File: src/rtl/wdt_pkg.sv
package wdt_pkg;
    // Field positions inside the control word
    localparam int CMD_BIT = 8;
    localparam int KEY_LSB = 9;
    localparam int KEY_W   = 7;
    localparam int WORD_W  = 32;

    typedef enum logic {
        STG_WATCH = 1'b0,
        STG_GRACE = 1'b1
    } wdt_stage_e;
endpackage

File: src/rtl/wdt_key_gate.sv
module wdt_key_gate
    import wdt_pkg::*;
#(
    parameter int START_W = 8
) (
    input  logic               clk,
    input  logic               rst_n,
    input  logic               wr_en,
    input  logic [WORD_W-1:0]  wr_data,
    output logic [WORD_W-1:0]  ctrl,
    output logic               accept,
    output logic [START_W:0]   load_count,
    output logic               load_run
);
    localparam int CNT_W = START_W + 1;
    localparam logic [CNT_W-1:0] ZERO_AS = CNT_W'(1) << START_W;

    typedef struct packed {
        logic [WORD_W-1:0] ctrl;
    } gate_state_t;

    gate_state_t st_d, st_q;
    logic        stored_en;
    logic        key_ok;
    logic [START_W-1:0] start_field;

    always_comb begin
        st_d        = st_q;
        stored_en   = st_q.ctrl[CMD_BIT];
        key_ok      = !stored_en ||
                      (wr_data[KEY_LSB +: KEY_W] == ~st_q.ctrl[KEY_LSB +: KEY_W]);
        accept      = wr_en && key_ok;
        start_field = wr_data[START_W-1:0];
        load_count  = (start_field == '0) ? ZERO_AS : {1'b0, start_field};
        load_run    = wr_data[CMD_BIT];
        if (accept) begin
            st_d.ctrl = wr_data;
        end
    end

    always_ff @(posedge clk or negedge rst_n) begin
        if (!rst_n) begin
            st_q <= '0;
        end else begin
            st_q <= st_d;
        end
    end

    assign ctrl = st_q.ctrl;
endmodule

File: src/rtl/wdt_counter.sv
module wdt_counter #(
    parameter int CNT_W       = 9,
    parameter int GRACE_TICKS = 10
) (
    input  logic             clk,
    input  logic             rst_n,
    input  logic             load,
    input  logic [CNT_W-1:0] load_val,
    input  logic             load_run,
    input  logic             tick,
    input  logic             in_grace,
    output logic             expire
);
    localparam logic [CNT_W-1:0] GRACE_VAL = CNT_W'(GRACE_TICKS);
    localparam logic [CNT_W-1:0] LAST_VAL  = CNT_W'(1);

    typedef struct packed {
        logic [CNT_W-1:0] count;
        logic             run;
    } cnt_state_t;

    cnt_state_t st_d, st_q;

    always_comb begin
        st_d   = st_q;
        expire = !load && tick && st_q.run && (st_q.count == LAST_VAL);
        if (load) begin
            st_d.count = load_val;
            st_d.run   = load_run;
        end else if (expire) begin
            if (in_grace) begin
                st_d.count = '0;
                st_d.run   = 1'b0;
            end else begin
                st_d.count = GRACE_VAL;
            end
        end else if (tick && st_q.run) begin
            st_d.count = st_q.count - LAST_VAL;
        end
    end

    always_ff @(posedge clk or negedge rst_n) begin
        if (!rst_n) begin
            st_q <= '0;
        end else begin
            st_q <= st_d;
        end
    end
endmodule

File: src/rtl/wdt_stage.sv
module wdt_stage
    import wdt_pkg::*;
(
    input  logic clk,
    input  logic rst_n,
    input  logic clear,
    input  logic expire,
    output logic in_grace,
    output logic nmi,
    output logic rst_req
);
    typedef struct packed {
        wdt_stage_e stage;
        logic       req;
    } stage_state_t;

    stage_state_t st_d, st_q;

    always_comb begin
        st_d     = st_q;
        st_d.req = 1'b0;
        if (clear) begin
            st_d.stage = STG_WATCH;
        end else if (expire) begin
            if (st_q.stage == STG_WATCH) begin
                st_d.stage = STG_GRACE;
            end else begin
                st_d.req = 1'b1;
            end
        end
    end

    always_ff @(posedge clk or negedge rst_n) begin
        if (!rst_n) begin
            st_q <= '{stage: STG_WATCH, req: 1'b0};
        end else begin
            st_q <= st_d;
        end
    end

    assign in_grace = (st_q.stage == STG_GRACE);
    assign nmi      = in_grace;
    assign rst_req  = st_q.req;
endmodule

File: src/rtl/keyguard_wdt.sv
module keyguard_wdt #(
    parameter int START_W     = 8,
    parameter int GRACE_TICKS = 10
) (
    input  logic        clk,
    input  logic        rst_n,
    input  logic        tick,
    input  logic        wr_en,
    input  logic [31:0] wr_data,
    output logic [31:0] ctrl_rdata,
    output logic        nmi,
    output logic        rst_req
);
    localparam int CNT_W = START_W + 1;

    logic             accept;
    logic [CNT_W-1:0] load_count;
    logic             load_run;
    logic             expire;
    logic             in_grace;

    wdt_key_gate #(.START_W(START_W)) u_gate (
        .clk        (clk),
        .rst_n      (rst_n),
        .wr_en      (wr_en),
        .wr_data    (wr_data),
        .ctrl       (ctrl_rdata),
        .accept     (accept),
        .load_count (load_count),
        .load_run   (load_run)
    );

    wdt_counter #(.CNT_W(CNT_W), .GRACE_TICKS(GRACE_TICKS)) u_count (
        .clk      (clk),
        .rst_n    (rst_n),
        .load     (accept),
        .load_val (load_count),
        .load_run (load_run),
        .tick     (tick),
        .in_grace (in_grace),
        .expire   (expire)
    );

    wdt_stage u_stage (
        .clk      (clk),
        .rst_n    (rst_n),
        .clear    (accept),
        .expire   (expire),
        .in_grace (in_grace),
        .nmi      (nmi),
        .rst_req  (rst_req)
    );
endmodule

File: config.mk
export PLATFORM = sky130hd
export DESIGN_NAME = keyguard_wdt
export DESIGN_NICKNAME = d
export VERILOG_FILES = /design/src/rtl/wdt_pkg.sv /design/src/rtl/wdt_key_gate.sv /design/src/rtl/wdt_counter.sv /design/src/rtl/wdt_stage.sv /design/src/rtl/keyguard_wdt.sv
export SDC_FILE = /design/constraint.sdc
export NUM_CORES = 1
export LEC_CHECK = 0
export BUFFER_PORTS_ARGS = -buffer_cell sky130_fd_sc_hd__buf_4
export CORE_MARGIN = 3
export CORE_UTILIZATION = 50
export CTS_CLUSTER_SIZE = 14
export DETAILED_ROUTE_END_ITERATION = 8
export PLACE_DENSITY = 0.79
export SYNTH_ARGS = -nofsm -noshare
export SYNTH_HDL_FRONTEND = slang
export SYNTH_SLANG_ARGS = --single-unit
File: constraint.sdc
create_clock -name clk -period 2.11 [get_ports clk]
set_clock_uncertainty 0.1 [all_clocks]
set_input_delay 0.211 -clock clk [delete_from_list [all_inputs] [get_ports clk]]
set_output_delay 0.211 -clock clk [all_outputs]
set_load 0.1 [all_outputs]
# Yosys cells after proc, flatten, opt, wreduce, memory -nomap -nowiden

Cells that the tools add are included.

Input port bits: 36
Bits in registers: 44
Word-level logic and storage cells: 33

Reductions and logical operators: 13
$add $sub $neg: 1
Equal/unequal tests: 2
Bitwise operators: 1
Multiplexer cells: 11

Operators with widths:

| operator              | count |
|---|---|
| $mux W9               | 3 |
| $mux W10              | 1 |
| $eq A9 B1 Y1 const B  | 1 |
| $sub A9 B1 Y9 const B | 1 |
| $logic_not A8 Y1      | 1 |
| $eq A7 B7 Y1          | 1 |
| $not A7 Y7            | 1 |
| $logic_and A1 B1 Y1   | 5 |
| $mux W1               | 5 |
| $mux W4               | 1 |
| $reduce_bool A2 Y1    | 2 |
| $reduce_bool A3 Y1    | 1 |
| $logic_not A1 Y1      | 2 |
| $mux W2               | 1 |
| $reduce_and A2 Y1     | 1 |
| $logic_or A1 B1 Y1    | 1 |

# Logic depth before layout (Yosys ltp)

Depth in word-level cells: 10
Depth in mapped cells: 6

# Modules after synthesis

From an unflattened synthesis, not the netlist that was laid out.

Cell total of the unflattened synthesis: 180
Area, all modules: 2150.8 sq um

Modules (own cells, without submodules):

| module       | seq. area each (sq um) | area an instance (sq um) | times used | cells each |
|---|---|---|---|---|
| wdt_key_gate | 800.8                  | 1350.0                   | 1          | 92 |
| wdt_counter  | 250.2                  | 724.4                    | 1          | 83 |
| wdt_stage    | 50.0                   | 76.3                     | 1          | 5 |

# Least setup slack after synthesis

No wires, ideal clock.

Path type: register to register
From: reg u_gate.st_q (netlist bit u_gate.ctrl[15])
To: reg u_gate.st_q (netlist bit u_gate.ctrl[14])
Setup slack: -174 ps
Arrival: 2058 ps
Stages on the path, launching flop included: 7
Library setup time: 126 ps
Clock period less this slack: 2284 ps
Cell sequence: dfrtp_1 -> xor2_1 -> nand4_1 -> o22a_1 -> buf_6 -> buf_6 -> mux2_4

Longest elaborated chain between the ends: 4

Ends and longest elaborated chain:

| what                   | RTL line           | text |
|---|---|---|
| start, declared        | wdt_key_gate.sv:22 | `gate_state_t st_d, st_q;` |
| start signal, assigned | wdt_key_gate.sv:45 | `st_q <= st_d;` |
| $not A7 Y7             | wdt_key_gate.sv:31 | `(wr_data[KEY_LSB +: KEY_W] == ~st_q.ctrl[KEY_LSB +: KEY_W]);` |
| $eq A7 B7 Y1           | wdt_key_gate.sv:31 |  |
| $logic_or A1 B1 Y1     | wdt_key_gate.sv:30 | `key_ok = !stored_en \|\|` |
| $logic_and A1 B1 Y1    | wdt_key_gate.sv:32 | `accept = wr_en && key_ok;` |

No other way between the ends.
A chain may end at the register's enable or synchronous reset.

# Final worst setup path

From: reg u_count.st_q[6] (netlist name)
To: reg u_count.st_q[8] (netlist name)

Longest elaborated chain between the ends: 4

Ends and longest elaborated chain:

| what                                           | RTL line                             | text |
|---|---|---|
| start, declared                                | wdt_counter.sv:22                    | `cnt_state_t st_d, st_q;` |
| start signal, assigned                         | wdt_counter.sv:46                    | `st_q <= st_d;` |
| $sub A9 B1 Y9 or $eq A9 B1 Y1 (tied branches)  | wdt_counter.sv:38, wdt_counter.sv:26 |  |
| $mux W9 or $logic_and A1 B1 Y1 (tied branches) | wdt_counter.sv:37, wdt_counter.sv:26 |  |
| $mux W9                                        | wdt_counter.sv:30                    | `end else if (expire) begin` |
| $mux W10                                       | wdt_counter.sv:27                    | `if (load) begin` |

Parallel ways exist; a longest one is shown, timed or not. The select of a mux whose other input is x is not followed.

==> results.sh <==
export IMPL_ant_nets=0
export IMPL_max_freq_mhz=513
export IMPL_layout_min_cycle_time_ns=1.95
export IMPL_htree_levels=2
export IMPL_grt_max_degree=45
export IMPL_yosysMostFrequentCell="dfrtp_1"
export IMPL_synth_top_family_by_area="multiplexers"
export IMPL_cap_violations=0
export IMPL_yosys_area_top_type_share_pct=51.0
export IMPL_netlist_area_um2=2160
export IMPL_hold_path_class="primary input to flip-flop"
export IMPL_synth_mux_area_share_pct=24.6
export IMPL_synthTopCellsByCount="dfrtp_1, mux2_2, mux2_4"
export IMPL_via_per_inst=5.21
export IMPL_portBuffers=69
export IMPL_die_area_um2=5140
export IMPL_reg2reg_depth=4
export IMPL_antenna_cells=0
export IMPL_synth_edf_count=0
export IMPL_worstSetupStartpointType="flip-flop"
export IMPL_drt_wl_total_um=4390
export IMPL_status="complete, no violations"
export IMPL_ys_warn_count=0
export IMPL_fin_crit_sh_pct=92.5
export IMPL_synthAdderAreaFrac_pct=1.16
export IMPL_cts_tree="yes"
export IMPL_numCtsBuffers=5
export IMPL_worst_endpoint_arrival_ns=2.04
export IMPL_r2r_end="u_count.st_q[8]"
export IMPL_setup_slack_ns=0.159
export IMPL_synth_xor_area_share_pct=2.84
export IMPL_critical_path_class="flip-flop to flip-flop"
export IMPL_cts_sinks=44
export IMPL_rsz0062_at_grt="no"
export IMPL_grt_pass1_wl_um=7520
export IMPL_vias=1480
export IMPL_post_cts_resize_count=0
export IMPL_cp_startpoint="u_count.st_q[6]"
export IMPL_wl_per_cell_um=15.5
export IMPL_grt_total_usage_pct=18.9
export IMPL_cts_clk_slew_worst_paths_ns=0.09
export IMPL_utilization_pct=70.8
export IMPL_synth_simple_area_share_pct=9.28
export IMPL_holdPathStages=2
export IMPL_synth_cells=156
export IMPL_coreArea_um2=4090
export IMPL_synth_distinct_cells=37
export IMPL_tns_ns=0
export IMPL_drv_slew=0
export IMPL_hold_start="wr_data[8]"
export IMPL_antenna_found_initial=0
export IMPL_synthArstFlopShare_pct=100
export IMPL_crit_fanout=5
export IMPL_critical_path_required_ns=2.20
export IMPL_hold_path_end="u_count.st_q[0]"
export IMPL_die_y_um=71.7
export IMPL_grt_overflow_total=0
export IMPL_clockBufferDepth=2
export IMPL_first_pass_iters=4
export IMPL_ys_seq_area_share_pct=51.0
export IMPL_layout_drive_gt1_share_pct=56.4
export IMPL_synth_nets=194
export IMPL_yosys_area_top_type="dfrtp_1"
export IMPL_die_w_um=71.7
export IMPL_start_util_pct=52.8
export IMPL_root_buffer="clkbuf_8"
export IMPL_synth_area_leaders="dfrtp_1, mux2_4, mux2_2, xor2_1, mux2i_1"
export IMPL_synth_flop_cell="dfrtp_1"
export IMPL_synth_compound_area_share_pct=7.42
export IMPL_dpl_hpwl_um=3210
export IMPL_worst_slew_pin_slew_ns=0.547
export IMPL_fin_nets=271
export IMPL_synth_seq_cells=44
export IMPL_syn_to_final_growth_pct=34.0
export IMPL_gp_congestion=0.712
export IMPL_reg2reg_from="u_count.st_q[6]"
export IMPL_slew_headroom_pct=63.5
export IMPL_dp_slack_ns=0.161
export IMPL_rrSetupSlack_ns=0.16
export IMPL_holdWs_ns=0.0324
export IMPL_io_pins=70
export IMPL_clock_latency_ns=0.30
export IMPL_hold_violations=0
export IMPL_cp_end_kind="flip-flop"
export IMPL_synth_avg_cell_area_um2=13.8
export IMPL_route_detailed_drc=0
export IMPL_grt_pass1_vias=1592
export IMPL_first_iter_violations=76
export IMPL_rows=23
export IMPL_setup_viol_count_final=0
-- kinds of logic (layout without fill, tap and decap cells) --
family | Yosys count | count (layout)
compound gates | 22 | 22
xor+xnor | 7 | 7
fa+ha+maj | 2 | 2
buf+inv | 13 | 91
flops | 44 | 44
mux | 42 | 42
simple gates | 26 | 26
-- worst max-delay path: stages, from the launching register on --
cell and delay (ns):
dfrtp_1 0.44, or4_1 0.53, nor3_1 0.16, mux2_2 0.36, mux2_4 0.26
-- per-layer routing --
layer / track usage, % / part of all wire [%] / wire length, um
met3: 5.33 / 4.9 / 214
met2: 30.7 / 51 / 2220
met5: 0 / 0 / 0
met1: 23.9 / 43 / 1890
met4: 7.52 / 1.5 / 66
-- worst max path at each step --
| stage | end | slack [ns] |
|---|---|---|
| after floorplan | u_gate.ctrl[14] | 0.03 |
| after global placement | u_count.st_q[8] | 0.19 |
| after detailed placement | u_count.st_q[8] | 0.16 |
| after CTS | u_count.st_q[8] | 0.15 |
| after global routing | u_count.st_q[5] | 0.06 |
| final | u_count.st_q[8] | 0.16 |
-- per-stage QoR --
step                      cell area [um^2]  cells
after floorplan                       2170    156
after global placement                2760    275
after detailed placement              2760    275
after CTS                             2890    284
after global routing                  2890    284
final                                 2890    284
-- flip-flops by register name, indices dropped and copies added, names as in the netlist --
register / cells
u_count.st_q: 10
u_stage.in_grace: 1
u_stage.rst_req: 1
u_gate.ctrl: 32
-- area by class of cell --
cell class / instances / area [um^2]
Tap cell: 50 / 62.6
Inverter: 8 / 30.0
Clock buffer: 6 / 82.6
Sequential cell: 44 / 1110
Timing Repair Buffer: 75 / 591
Fill cell: 312 / 1190
Multi-Input combinational cell: 99 / 978
Clock inverter: 2 / 38.8
-- placed cells by master, fill, tap and decap left out, drive strengths merged, types with 4 or more instances in the layout --
master / netlist / routed
buf: 5 / 74
dfrtp: 44 / 44
nor3: 4 / 4
mux2: 37 / 37
o21ai: 4 / 4
xor2: 7 / 7
a21oi: 4 / 4
mux2i: 5 / 5
nand2: 4 / 4
inv: 8 / 8
clkbuf: 0 / 6
-- timing repair --
| action | in CTS | in global routing |
|---|---|---|
| hold buffers | 1 | 0 |
| buffers inserted | 0 | 0 |
| endpoints found under the hold margin | 44 | 0 |
Power is left out: the tool's default activity adds up to more than one toggle a clock period on the data nets, which glitch-free logic cannot reach.
